==> src/rtl/sp_pkg.sv <==
package sp_pkg;
   function automatic int sp_max(input int a, input int b);
      return (a > b) ? a : b;
   endfunction

   function automatic int sp_bits(input int n);
      return (n <= 2) ? 1 : $clog2(n);
   endfunction
endpackage

==> src/rtl/sp_timebase.sv <==
module sp_timebase
   import sp_pkg::*;
#(
   parameter int DATA_W    = 8,
   parameter int SLOW_P    = 12,
   parameter int SLOW_LEAD = 3,
   parameter int SLOW_LOW  = 6,
   parameter int FAST_P    = 4,
   parameter int FAST_LEAD = 1,
   parameter int FAST_LOW  = 2
)(
   input  logic clk,
   input  logic rst_n,
   input  logic start,
   input  logic fast_req,
   output logic active,
   output logic spd_q,
   output logic bit_end,
   output logic frame_end,
   output logic clk_low,
   output logic rise_stb
);
   localparam int MAX_P = sp_max(SLOW_P, FAST_P);
   localparam int PH_W  = sp_bits(MAX_P);
   localparam int BC_W  = sp_bits(DATA_W);
   localparam logic [BC_W-1:0] LAST_BIT = BC_W'(DATA_W - 1);

   logic [PH_W-1:0] ph;
   logic [BC_W-1:0] bc;
   logic [PH_W-1:0] lim_a  [2];
   logic [PH_W-1:0] fall_a [2];
   logic [PH_W-1:0] rise_a [2];

   generate
      for (genvar s = 0; s < 2; s++) begin : g_spd
         localparam int P    = (s == 1) ? FAST_P    : SLOW_P;
         localparam int LEAD = (s == 1) ? FAST_LEAD : SLOW_LEAD;
         localparam int LOW  = (s == 1) ? FAST_LOW  : SLOW_LOW;
         if (LEAD < 1 || LOW < 1 || LEAD + LOW >= P) begin : g_bad
            $error("sp_timebase: lead plus low time must fit inside the bit period");
         end
         assign lim_a[s]  = PH_W'(P - 1);
         assign fall_a[s] = PH_W'(LEAD);
         assign rise_a[s] = PH_W'(LEAD + LOW);
      end
   endgenerate

   always_ff @(posedge clk) begin
      if (!rst_n) begin
         active <= 1'b0;
         spd_q  <= 1'b0;
         ph     <= '0;
         bc     <= '0;
      end else if (!active) begin
         if (start) begin
            active <= 1'b1;
            spd_q  <= fast_req;
            ph     <= '0;
            bc     <= '0;
         end
      end else if (bit_end) begin
         ph <= '0;
         if (bc == LAST_BIT) active <= 1'b0;
         else                bc     <= bc + 1'b1;
      end else begin
         ph <= ph + 1'b1;
      end
   end

   assign bit_end   = active && (ph == lim_a[spd_q]);
   assign frame_end = bit_end && (bc == LAST_BIT);
   assign clk_low   = active && (ph >= fall_a[spd_q]) && (ph < rise_a[spd_q]);
   assign rise_stb  = active && (ph == rise_a[spd_q] - 1'b1);
endmodule

==> src/rtl/sp_shifter.sv <==
module sp_shifter #(
   parameter int DATA_W = 8
)(
   input  logic              clk,
   input  logic              rst_n,
   input  logic              load_tx,
   input  logic              start_rx,
   input  logic [DATA_W-1:0] wdata,
   input  logic              bit_end,
   input  logic              rise_stb,
   input  logic              frame_end,
   input  logic              sdat_i,
   output logic              tx_mode,
   output logic              sdat_o,
   output logic [DATA_W-1:0] rd_data,
   output logic              rx_commit
);
   logic [DATA_W-1:0] tx_q;
   logic [DATA_W-1:0] rx_q;

   always_ff @(posedge clk) begin
      if (!rst_n) begin
         tx_mode <= 1'b0;
         tx_q    <= '0;
         rx_q    <= '0;
         rd_data <= '0;
      end else begin
         if (load_tx) begin
            tx_mode <= 1'b1;
            tx_q    <= wdata;
         end else if (start_rx) begin
            tx_mode <= 1'b0;
         end else if (tx_mode && bit_end) begin
            tx_q <= {1'b1, tx_q[DATA_W-1:1]};
         end
         if (!tx_mode && rise_stb)
            rx_q <= {sdat_i, rx_q[DATA_W-1:1]};
         if (rx_commit)
            rd_data <= rx_q;
      end
   end

   assign sdat_o    = tx_q[0];
   assign rx_commit = frame_end && !tx_mode;
endmodule

==> src/rtl/sp_flags.sv <==
module sp_flags (
   input  logic clk,
   input  logic rst_n,
   input  logic set_tx,
   input  logic set_rx,
   input  logic clr_tx,
   input  logic clr_rx,
   output logic tx_done,
   output logic rx_done
);
   always_ff @(posedge clk) begin
      if (!rst_n) begin
         tx_done <= 1'b0;
         rx_done <= 1'b0;
      end else begin
         if (set_tx)      tx_done <= 1'b1;
         else if (clr_tx) tx_done <= 1'b0;
         if (set_rx)      rx_done <= 1'b1;
         else if (clr_rx) rx_done <= 1'b0;
      end
   end
endmodule

==> src/rtl/sync_shift_port.sv <==
module sync_shift_port #(
   parameter int DATA_W    = 8,
   parameter int SLOW_P    = 12,
   parameter int SLOW_LEAD = 3,
   parameter int SLOW_LOW  = 6,
   parameter int FAST_P    = 4,
   parameter int FAST_LEAD = 1,
   parameter int FAST_LOW  = 2
)(
   input  logic              clk,
   input  logic              rst_n,
   input  logic              wr_en,
   input  logic [DATA_W-1:0] wr_data,
   output logic [DATA_W-1:0] rd_data,
   input  logic              fast_sel,
   input  logic              rx_en,
   input  logic              clr_tx_done,
   input  logic              clr_rx_done,
   input  logic              sdat_i,
   output logic              sdat_o,
   output logic              sdat_oe,
   output logic              sclk_o,
   output logic              tx_done,
   output logic              rx_done,
   output logic              irq
);
   if (DATA_W < 2) begin : g_bad_w
      $error("sync_shift_port: DATA_W must be at least 2");
   end

   logic active, spd_q, bit_end, frame_end, clk_low, rise_stb;
   logic tx_mode, rx_commit, start_tx, start_rx;

   assign start_tx = wr_en && !active;
   assign start_rx = rx_en && !rx_done && !active && !wr_en;

   sp_timebase #(
      .DATA_W(DATA_W), .SLOW_P(SLOW_P), .SLOW_LEAD(SLOW_LEAD), .SLOW_LOW(SLOW_LOW),
      .FAST_P(FAST_P), .FAST_LEAD(FAST_LEAD), .FAST_LOW(FAST_LOW)
   ) u_tb (
      .clk(clk), .rst_n(rst_n), .start(start_tx || start_rx), .fast_req(fast_sel),
      .active(active), .spd_q(spd_q), .bit_end(bit_end), .frame_end(frame_end),
      .clk_low(clk_low), .rise_stb(rise_stb)
   );

   sp_shifter #(.DATA_W(DATA_W)) u_sh (
      .clk(clk), .rst_n(rst_n), .load_tx(start_tx), .start_rx(start_rx),
      .wdata(wr_data), .bit_end(bit_end), .rise_stb(rise_stb), .frame_end(frame_end),
      .sdat_i(sdat_i), .tx_mode(tx_mode), .sdat_o(sdat_o), .rd_data(rd_data),
      .rx_commit(rx_commit)
   );

   sp_flags u_fl (
      .clk(clk), .rst_n(rst_n), .set_tx(frame_end && tx_mode), .set_rx(rx_commit),
      .clr_tx(clr_tx_done), .clr_rx(clr_rx_done), .tx_done(tx_done), .rx_done(rx_done)
   );

   assign sclk_o  = !clk_low;
   assign sdat_oe = active && tx_mode;
   assign irq     = tx_done || rx_done;
endmodule

==> config.mk <==
export PLATFORM = sky130hd
export DESIGN_NAME = sync_shift_port
export DESIGN_NICKNAME = d
export VERILOG_FILES = /design/src/rtl/sp_pkg.sv /design/src/rtl/sp_timebase.sv /design/src/rtl/sp_shifter.sv /design/src/rtl/sp_flags.sv /design/src/rtl/sync_shift_port.sv
export SDC_FILE = /design/constraint.sdc
export NUM_CORES = 1
export LEC_CHECK = 0
export CORE_UTILIZATION = 45
export DETAILED_ROUTE_END_ITERATION = 8
export DONT_BUFFER_PORTS = 1
export PLACE_DENSITY_LB_ADDON = 0.3
export SLEW_MARGIN = 20
export SYNTH_ARGS = -nofsm -noshare
export SYNTH_HDL_FRONTEND = slang
export SYNTH_SLANG_ARGS = --single-unit
==> constraint.sdc <==
create_clock -name clk -period 3.3 [get_ports clk]
set_clock_uncertainty 0.15 [all_clocks]
set_input_delay 0.495 -clock clk [delete_from_list [all_inputs] [get_ports clk]]
set_output_delay 0.495 -clock clk [all_outputs]
set_load 0.005 [all_outputs]
Word-level counts from Yosys, hierarchy flattened
Cells that the tools add are included.
{ "totals": {"regBits": 36, "latch_bits": 0, "ramBits": 0, "mem_bits_ro": 0, "in_bits": 16, "out_inout_bits": 14, "n_memories": 0} }
{ "op_classes": {"add_sub_neg": 3, "mul": 0, "div_mod_pow": 0, "n_lt_le_gt_ge": 3, "n_eq_ne": 6, "shift": 0, "muxes": 29, "n_bitwise": 2, "reduce_logical": 29} }
{ "op_table": {"columns": ["operator", "count"], "rows": [
  ["$mux 4", 11],
  ["$mux 8", 3],
  ["$logic_and 1x1->1", 14],
  ["$mux 3", 4],
  ["$mux 1", 10],
  ["$reduce_bool 2->1", 5],
  ["$eq 4x4->1", 2],
  ["$logic_not 1->1", 5],
  ["$add 4x1->4 const B", 1],
  ["$ge 4x4->1", 1],
  ["$lt 4x4->1", 1],
  ["$ne 2x2->1 const B", 2],
  ["$reduce_and 2->1", 2],
  ["$sub 4x1->4 const B", 1],
  ["$add 3x1->3 const B", 1],
  ["$eq 3x3->1 const B", 1],
  ["$reduce_and 3->1", 1],
  ["$ge 2x2->1 const B", 1],
  ["$logic_or 1x1->1", 2],
  ["$mux 2", 1],
  ["$ne 2x1->1 const B", 1],
  ["$not 1->2", 1],
  ["$not 1->1", 1]
]} }

Longest topological paths before layout
Gate-level depths: netlist of run 1.
{ "depth": {"word_depth": 10, "depth_mapped": 7, "mapped_depth_nobuf": 6} }

Modules after synthesis
From an unflattened synthesis of run 1, not the netlist that was laid out.
{ "hier_totals": {"hier_cells": 177, "hier_area_um2": 1739.2} }
{ "by_module_without_submodules": {"columns": ["module", "n_inst", "cells_per_inst", "area_per_inst_um2", "seq_area_each_um2"], "rows": [
  ["sp_shifter", 1, 102, 1039.7, 500.5],
  ["sp_timebase", 1, 60, 554.3, 180.2],
  ["sp_flags", 1, 6, 82.6, 40.0],
  ["sync_shift_port", 1, 9, 62.6, 0.0]
]} }

Worst setup path before layout of run 1
Ideal clock, no wire load.
{ "synth_path": {"path_kind": "reg2out", "from": "register u_tb.spd_q", "to": "output sclk_o", "t_arrival_ps": 1253, "t_required_ps": 2655, "path_slack_ps": 1402, "stages_incl_launch_ff": 7, "path_buffers": 0, "cell_sequence": "dfxtp_1 -> inv_1 -> ha_1 -> inv_1 -> a2111oi_0 -> a21oi_1 -> nand3b_1"} }
{ "synth_between": {"elab_chain_len": 8, "elab_cells_between_ends": 12, "cone_classes": "order compare: 2; mux: 6; bitwise: 1; reduce/logical: 3"} }
{ "synth_rtl": {"columns": ["item", "line", "source"], "rows": [
  ["start: declaration", "sp_timebase.sv:17", "output logic spd_q,"],
  ["start signal: assignment", "sp_timebase.sv:57", "spd_q <= fast_req;"],
  ["$not 1->2 (not written as such) (*)", "sp_timebase.sv:72", "assign clk_low = active && (ph >= fall_a[spd_q]) && (ph < rise_a[spd_q]);"],
  ["$mux 2 (not written as such)", "sp_timebase.sv:72", null],
  ["$mux 4 (not written as such) (2 in a row)", "sp_timebase.sv:72", null],
  ["$ge 4x4->1", "sp_timebase.sv:72", null],
  ["$logic_and 1x1->1", "sp_timebase.sv:72", null],
  ["$logic_and 1x1->1 (*)", "sp_timebase.sv:72", null],
  ["$logic_not 1->1 (*)", "sync_shift_port.sv:58", "assign sclk_o = !clk_low;"],
  ["end: declaration", "sync_shift_port.sv:22", "output logic sclk_o,"]
]} }
Every way passes the cells marked *; elsewhere a longest branch is shown, timed or not. The select of a mux whose other input is x is not followed.

Final worst setup path of run 1
Same ends and word-level chain as after synthesis.

==> impl_metrics.csv, run 1 <==
group,metric,value,unit
outcome,status,"finished, final reports clean",
drt,final_antenna_net_count,0,
clock_tree,hold_buffers,0,
timing,tightest_slew,0.7265,ns
power,total_leakage_power,0.6060,nW
finish,drive_above_1_share,0.08772,
critical_path,crit_required,2.65,ns
die,die_w,61.96,microns
die,core,3390,sq um
clock_tree,cts_resized,0,
clock_tree,cts_root_buf,"clkbuf_4",
drt,wl_per_cell,13.68,microns
die,ios,30,
clock_tree,path_clk_slew,0.11,ns
timing,finalSetupViolCount,0,
grt,busiest_layer,"met2",
worst_hold_path,min_from,"rst_n",
timing,setup_tns,0,ns
grt,grt_max_degree,24,
power,peakVddDrop,0.2396,mV
timing,slew_violations,0,
synth,yosys_warnings,0,
grt,use_met2,0.2933,
place,place_area,1627,sq um
synth,ys_top_cells_by_area,"dfxtp_1 (45%), mux2i_1 (11%), nor2b_1 (5.8%), ha_1 (4.6%), nor2_1 (4.4%)",
finish,fillers,307,
timing,holdWs,0.1250,ns
die,start_util,0.4773,
synth,synth_cells,171,
synth,seq_area_frac_synth,0.4455,
drt,first_iter_violations,55,
synth,synth-seq-cells,36,
grt,grt_pass1_vias,1090,
power,combPwrFrac,0.073,
power,sequentialPowerShare,0.616,
finish,nets,192,
finish,design_area,1683,sq um
grt,grt_pass1_wl,4.685,mm
place,port-buffer-count,0,
clock_tree,post-cts-setup-buffers,0,
power,p_sw_frac,0.2602,
die,die_area,3839,sq um
synth,syn_avg_cell_area,9.461,sq um
critical_path,crit_path_end_kind,"output port",
critical_path,crit_fanout,4,
worst_hold_path,hold_path.class,"primary input to flip-flop",
timing,slew_headroom,0.5151,
flow_run,cap_violations,0,
drt,vias,1169,
clock_tree,clockBufferDepth,2,
timing,finalCritPeriodShare,0.7391,
timing,max_freq,0.4100,GHz
grt,grt_use_met3,0.07867,
timing,period_minus_slack,2.439,ns
finish,syn_to_final_growth,4.021,%
die,die-height,61.96,microns
synth,synthDistinctLibCells,37,
drt,firstDrtPassIters,4,
timing,rsz0062_at_grt,"false",
drt,routed_wl,2.969,mm
clock_tree,clock_latency,0.34,ns
critical_path,rrSetupSlack,1.24,ns
critical_path,r2r_start,"u_tb.ph[0]",
grt,gr-total-overflow,0,
critical_path,startpoint_type,"flip-flop",
drt,drc,0,
grt,grt_antenna_before_repair,0,
power,powerDensity,442.5,nW/um^2
die,row_count,21,
critical_path,worstPathArrival,1.79,ns
power,p_int,550.9,uW
finish,antenna_cells,0,
place,dp_hpwl,2.131,mm
power,net-switching-power,193.7,uW
timing,final_hold_viol_count,0,
synth,syn_nets,193,
power,pwr-share-clk,0.311,
grt,use_met1,0.1957,
synth,syn-cell-area,1618,sq um
clock_tree,cts_buffers,5,
place,globalplace.congestion,0.7422,
synth,yosys.area.top_type,"dfxtp_1",
synth,synth_top_area_share,0.4455,
clock_tree,clkSinkCount,36,
clock_tree,cts_tree,"built",
critical_path,path_class,"flip-flop to output port",
grt,track_usage,0.1768,
critical_path,startpoint,"u_tb.spd_q",
clock_tree,cts_max_level,2,
drt,vias_per_cell,5.387,
==> final cells by class <==
cell class,instances,area [sq um],share of cell area
Timing Repair Buffer,1,7.507,0.004461
Multi-Input combinational cell,119,814.5,0.4840
Clock buffer,5,37.54,0.02230
Tap cell,46,57.56,0.03420
Inverter,7,26.28,0.01561
Clock inverter,3,18.77,0.01115
Sequential cell,36,720.7,0.4283
==> power groups by stage <==
stage,clock network (mW),logic [mW],registers [mW]
after CTS,0.243,0.0551,0.459
after detailed placement,0,0.0549,0.469
after global placement,0,0.0524,0.468
after floorplan,0,0.0553,0.463
after global routing,0.260,0.0612,0.461
final,0.232,0.0542,0.459
==> cell families (layout without fill, tap and decap cells) <==
family / count (synthesis) / count (layout) / synth area share
simple gates: 69 / 69 / 0.2227
flops: 36 / 36 / 0.4455
compound gates: 26 / 26 / 0.1230
mux: 18 / 18 / 0.1114
buf+inv: 16 / 16 / 0.05104
fa+ha+maj: 6 / 6 / 0.04640
==> flip-flops by register name (all words and copies together), names as in the netlist <==
name          flops
u_sh.rd_data      8
u_sh.rx_q         8
u_sh.tx_q         8
u_tb.ph           4
u_tb.bc           3
u_fl.rx_done      1
u_fl.tx_done      1
u_sh.tx_mode      1
u_tb.active       1
u_tb.spd_q        1
==> layout by cell type (no fill, tap or decap), types with 2 or more instances in the layout <==
cell type,netlist,final
nor2b_1,15,15
nand2_1,17,17
nor2_1,19,19
a311oi_1,7,7
mux2i_1,18,18
clkbuf_4,0,5
a21oi_1,5,5
dfxtp_1,36,36
nand3_1,5,5
nand2b_1,3,3
a211oi_1,2,2
inv_1,7,7
ha_1,6,6
clkinv_2,0,2
nor3_1,3,3
==> through the flow <==
stage / std cells / setup WS, ns / total power [mW] / util
after floorplan: 171 / 1.402 / 0.5184 / -
after global placement: 209 / 1.294 / 0.5201 / 0.4799
after detailed placement: 209 / 1.225 / 0.5235 / 0.4799
after CTS: 217 / 0.8314 / 0.7566 / 0.4965
after global routing: 217 / 0.6772 / 0.7820 / 0.4965
final: 217 / 0.8609 / 0.7446 / 0.4965
==> cells in the mapped netlist <==
library cell / count
nand3b_1: 1
a2111oi_0: 1
a32oi_1: 1
buf_4: 1
nand2_1: 17
a21boi_0: 1
nor4_4: 1
and2_1: 1
a41oi_1: 1
o21bai_1: 1
buf_12: 1
a22oi_1: 1
nand3_1: 5
a211o_2: 1
buf_2: 2
o221a_2: 1
ha_1: 6
or2_2: 1
nand4_1: 1
clkbuf_1: 4
dfxtp_1: 36
nand2b_1: 3
nor2_1: 19
nor3_1: 3
a311oi_1: 7
and4b_2: 1
nor2b_1: 15
mux2i_1: 18
o21a_1: 1
buf_1: 1
a21oi_1: 5
nand2b_4: 1
a211oi_1: 2
a21o_1: 1
inv_1: 7
o21ai_0: 1
o31ai_1: 1
==> critical path, cell delays in order, from the launching register on <==
cell	delay, ns
dfxtp_1	0.41
inv_1	0.06
ha_1	0.32
inv_1	0.04
a2111oi_0	0.42
a21oi_1	0.08
nand3b_1	0.13
==> path summary, 6_finish.rpt <==
| check | cells after the start | endpoint |
|---|---|---|
| max | 6 | sclk_o |
| min | 1 | u_sh.rd_data[0] |
| max reg2reg | 5 | u_sh.tx_q[5] |
| min reg2reg | 2 | u_tb.bc[2] |
==> per-layer routing <==
metal  share of wire  wire length, microns
met4          0.0064                    19
met5               0                     0
met3           0.053                   156
met2            0.51                  1527
met1            0.43                  1264
No activity file was read; power rests on OpenSTA's default activity.
==> run 2: changes to the inputs <==
clock period = 2.3 ns   (was 3.3 ns; I/O delays follow)
==> run 2 against run 1 <==
Cell area increased by 6.5%. Power is 49% higher. Non-clock buffer count increased by 10. Worst hold slack worse by 0.12 ns. Routed wire length grew 5.5%. Critical path depth down 1. Sequential share of layout area down 2.5 points. Largest cell class unchanged. Highest routed layer unchanged.
==> impl_metrics.csv, run 2 (synthesis gave the netlist of run 1 again) <==
group,metric,value,unit
finish,design_area,1792,sq um
power,total_leakage_power,0.6481,nW
finish,final_cells,227,
clock_tree,clkSinkCount,36,
critical_path,crit_required,1.80,ns
power,finalPower,1.112,mW
timing,finalCritPeriodShare,0.9397,
clock_tree,cts_buffers,5,
grt,gr-total-overflow,0,
die,row_count,21,
worst_hold_path,min_from,"wr_data[4]",
timing,max_freq,0.4627,GHz
critical_path,startpoint,"u_tb.spd_q",
place,place_area,1649,sq um
timing,period_minus_slack,2.161,ns
grt,grt_pass1_wl,5.112,mm
finish,reg.largest.list,"u_sh.rd_data: 8 flops, u_sh.rx_q: 8 flops, u_sh.tx_q: 8 flops",
place,dp_slack,0.2472,ns
grt,grt_pass1_vias,1138,
timing,final_hold_viol_count,0,
die,die_area,3839,sq um
clock_tree,path_clk_slew,0.11,ns
die,core,3390,sq um
drt,wl_per_cell,13.79,microns
drt,drc,0,
die,die_w,61.96,microns
timing,tightest_slew,0.7140,ns
timing,setup_tns,0,ns
clock_tree,clock_latency,0.34,ns
place,place_inst,212,
finish,final_common_cell,"dfxtp_1",
critical_path,startpoint_type,"flip-flop",
clock_tree,clockBufferDepth,2,
drt,vias,1237,
finish,nets,202,
critical_path,crit_path_end_kind,"output port",
timing,finalSetupViolCount,0,
critical_path,worstPathArrival,1.67,ns
clock_tree,post-cts-setup-buffers,0,
critical_path,crit_fanout,4,
drt,firstDrtPassIters,4,
drt,final_antenna_net_count,0,
die,start_util,0.4773,
place,dp_hpwl,2.197,mm
drt,vias_per_cell,5.449,
grt,track_usage,0.1852,
outcome,status,"finished, final reports clean",
die,die-height,61.96,microns
grt,grt_antenna_before_repair,0,
power,powerDensity,620.4,nW/um^2
timing,slew_headroom,0.5235,
finish,drive_above_1_share,0.1160,
critical_path,r2r_start,"u_tb.ph[0]",
worst_hold_path,hold_path.class,"primary input to flip-flop",
critical_path,path_class,"flip-flop to output port",
timing,holdWs,0.007009,ns
die,ios,30,
finish,fin_util,0.5286,
timing,fin_ws,0.1386,ns
finish,mostFrequentLayoutCells,"dfxtp_1 (34), nor2_1 (19), mux2i_1 (18)",
drt,routed_wl,3.131,mm
clock_tree,cts_tree,"built",
finish,fillers,307,
clock_tree,cts_max_level,2,
timing,slew_violations,0,
power,peakVddDrop,0.3955,mV
finish,antenna_cells,0,
place,port-buffer-count,0,
clock_tree,cts_root_buf,"clkbuf_4",
place,globalplace.congestion,0.8430,
grt,grt_max_degree,24,
flow_run,cap_violations,0,
finish,syn_to_final_growth,10.75,%
drt,first_iter_violations,42,
-- run 2: changes by cell type in the layout (fill, tap and decap cells not counted), sizes merged --
cell,before,now
clkinvlp,0,1
clkbuf,5,7
buf,1,4
clkinv,3,0
dlygate4sd3,0,7
-- run 2: path summary, 6_finish.rpt --
path                  end  slack, ns  cells after the start
min          u_sh.tx_q[4]      0.007                      2
max reg2reg  u_sh.tx_q[3]       0.27                      5
max                sclk_o       0.14                      5
min reg2reg    u_tb.bc[2]       0.34                      2
-- run 2: per-layer routing --
metal / up-vias / GRT usage / share of wire
met3: 3 / 0.08075 / 0.041
met2: 22 / 0.3085 / 0.50
met4: 0 / 0.04762 / 0.0080
met5: - / 0 / 0
li1: 613 / - / -
met1: 599 / 0.2179 / 0.45
-- run 2: worst max-delay path: stages (launching register included) --
cell and delay [ns]:
dfxtp_2 0.37, inv_1 0.05, ha_1 0.32, a211o_2 0.34, a21oi_1 0.15, nand3b_1 0.12
-- run 2: timing repair --
item / in CTS / in global routing
endpoints found under the setup margin: 0 / 2
hold buffers: 3 / 4
hold endpoints to repair: 14 / 4
resized for setup: 0 / 5
-- run 2: report_power, final --
part | switching, mW | internal (mW)
registers | 0.0154 | 0.640
clock network | 0.207 | 0.150
logic | 0.0540 | 0.0456
-- run 2: final cells by class --
type                            count  area, sq um  area share
Multi-Input combinational cell    119        822.0      0.4588
Sequential cell                    36        723.2      0.4036
Timing Repair Buffer               11        100.1     0.05587
Tap cell                           46        57.56     0.03212
Clock buffer                        7        55.05     0.03073
Inverter                            7        26.28     0.01466
Clock inverter                      1        7.507    0.004190
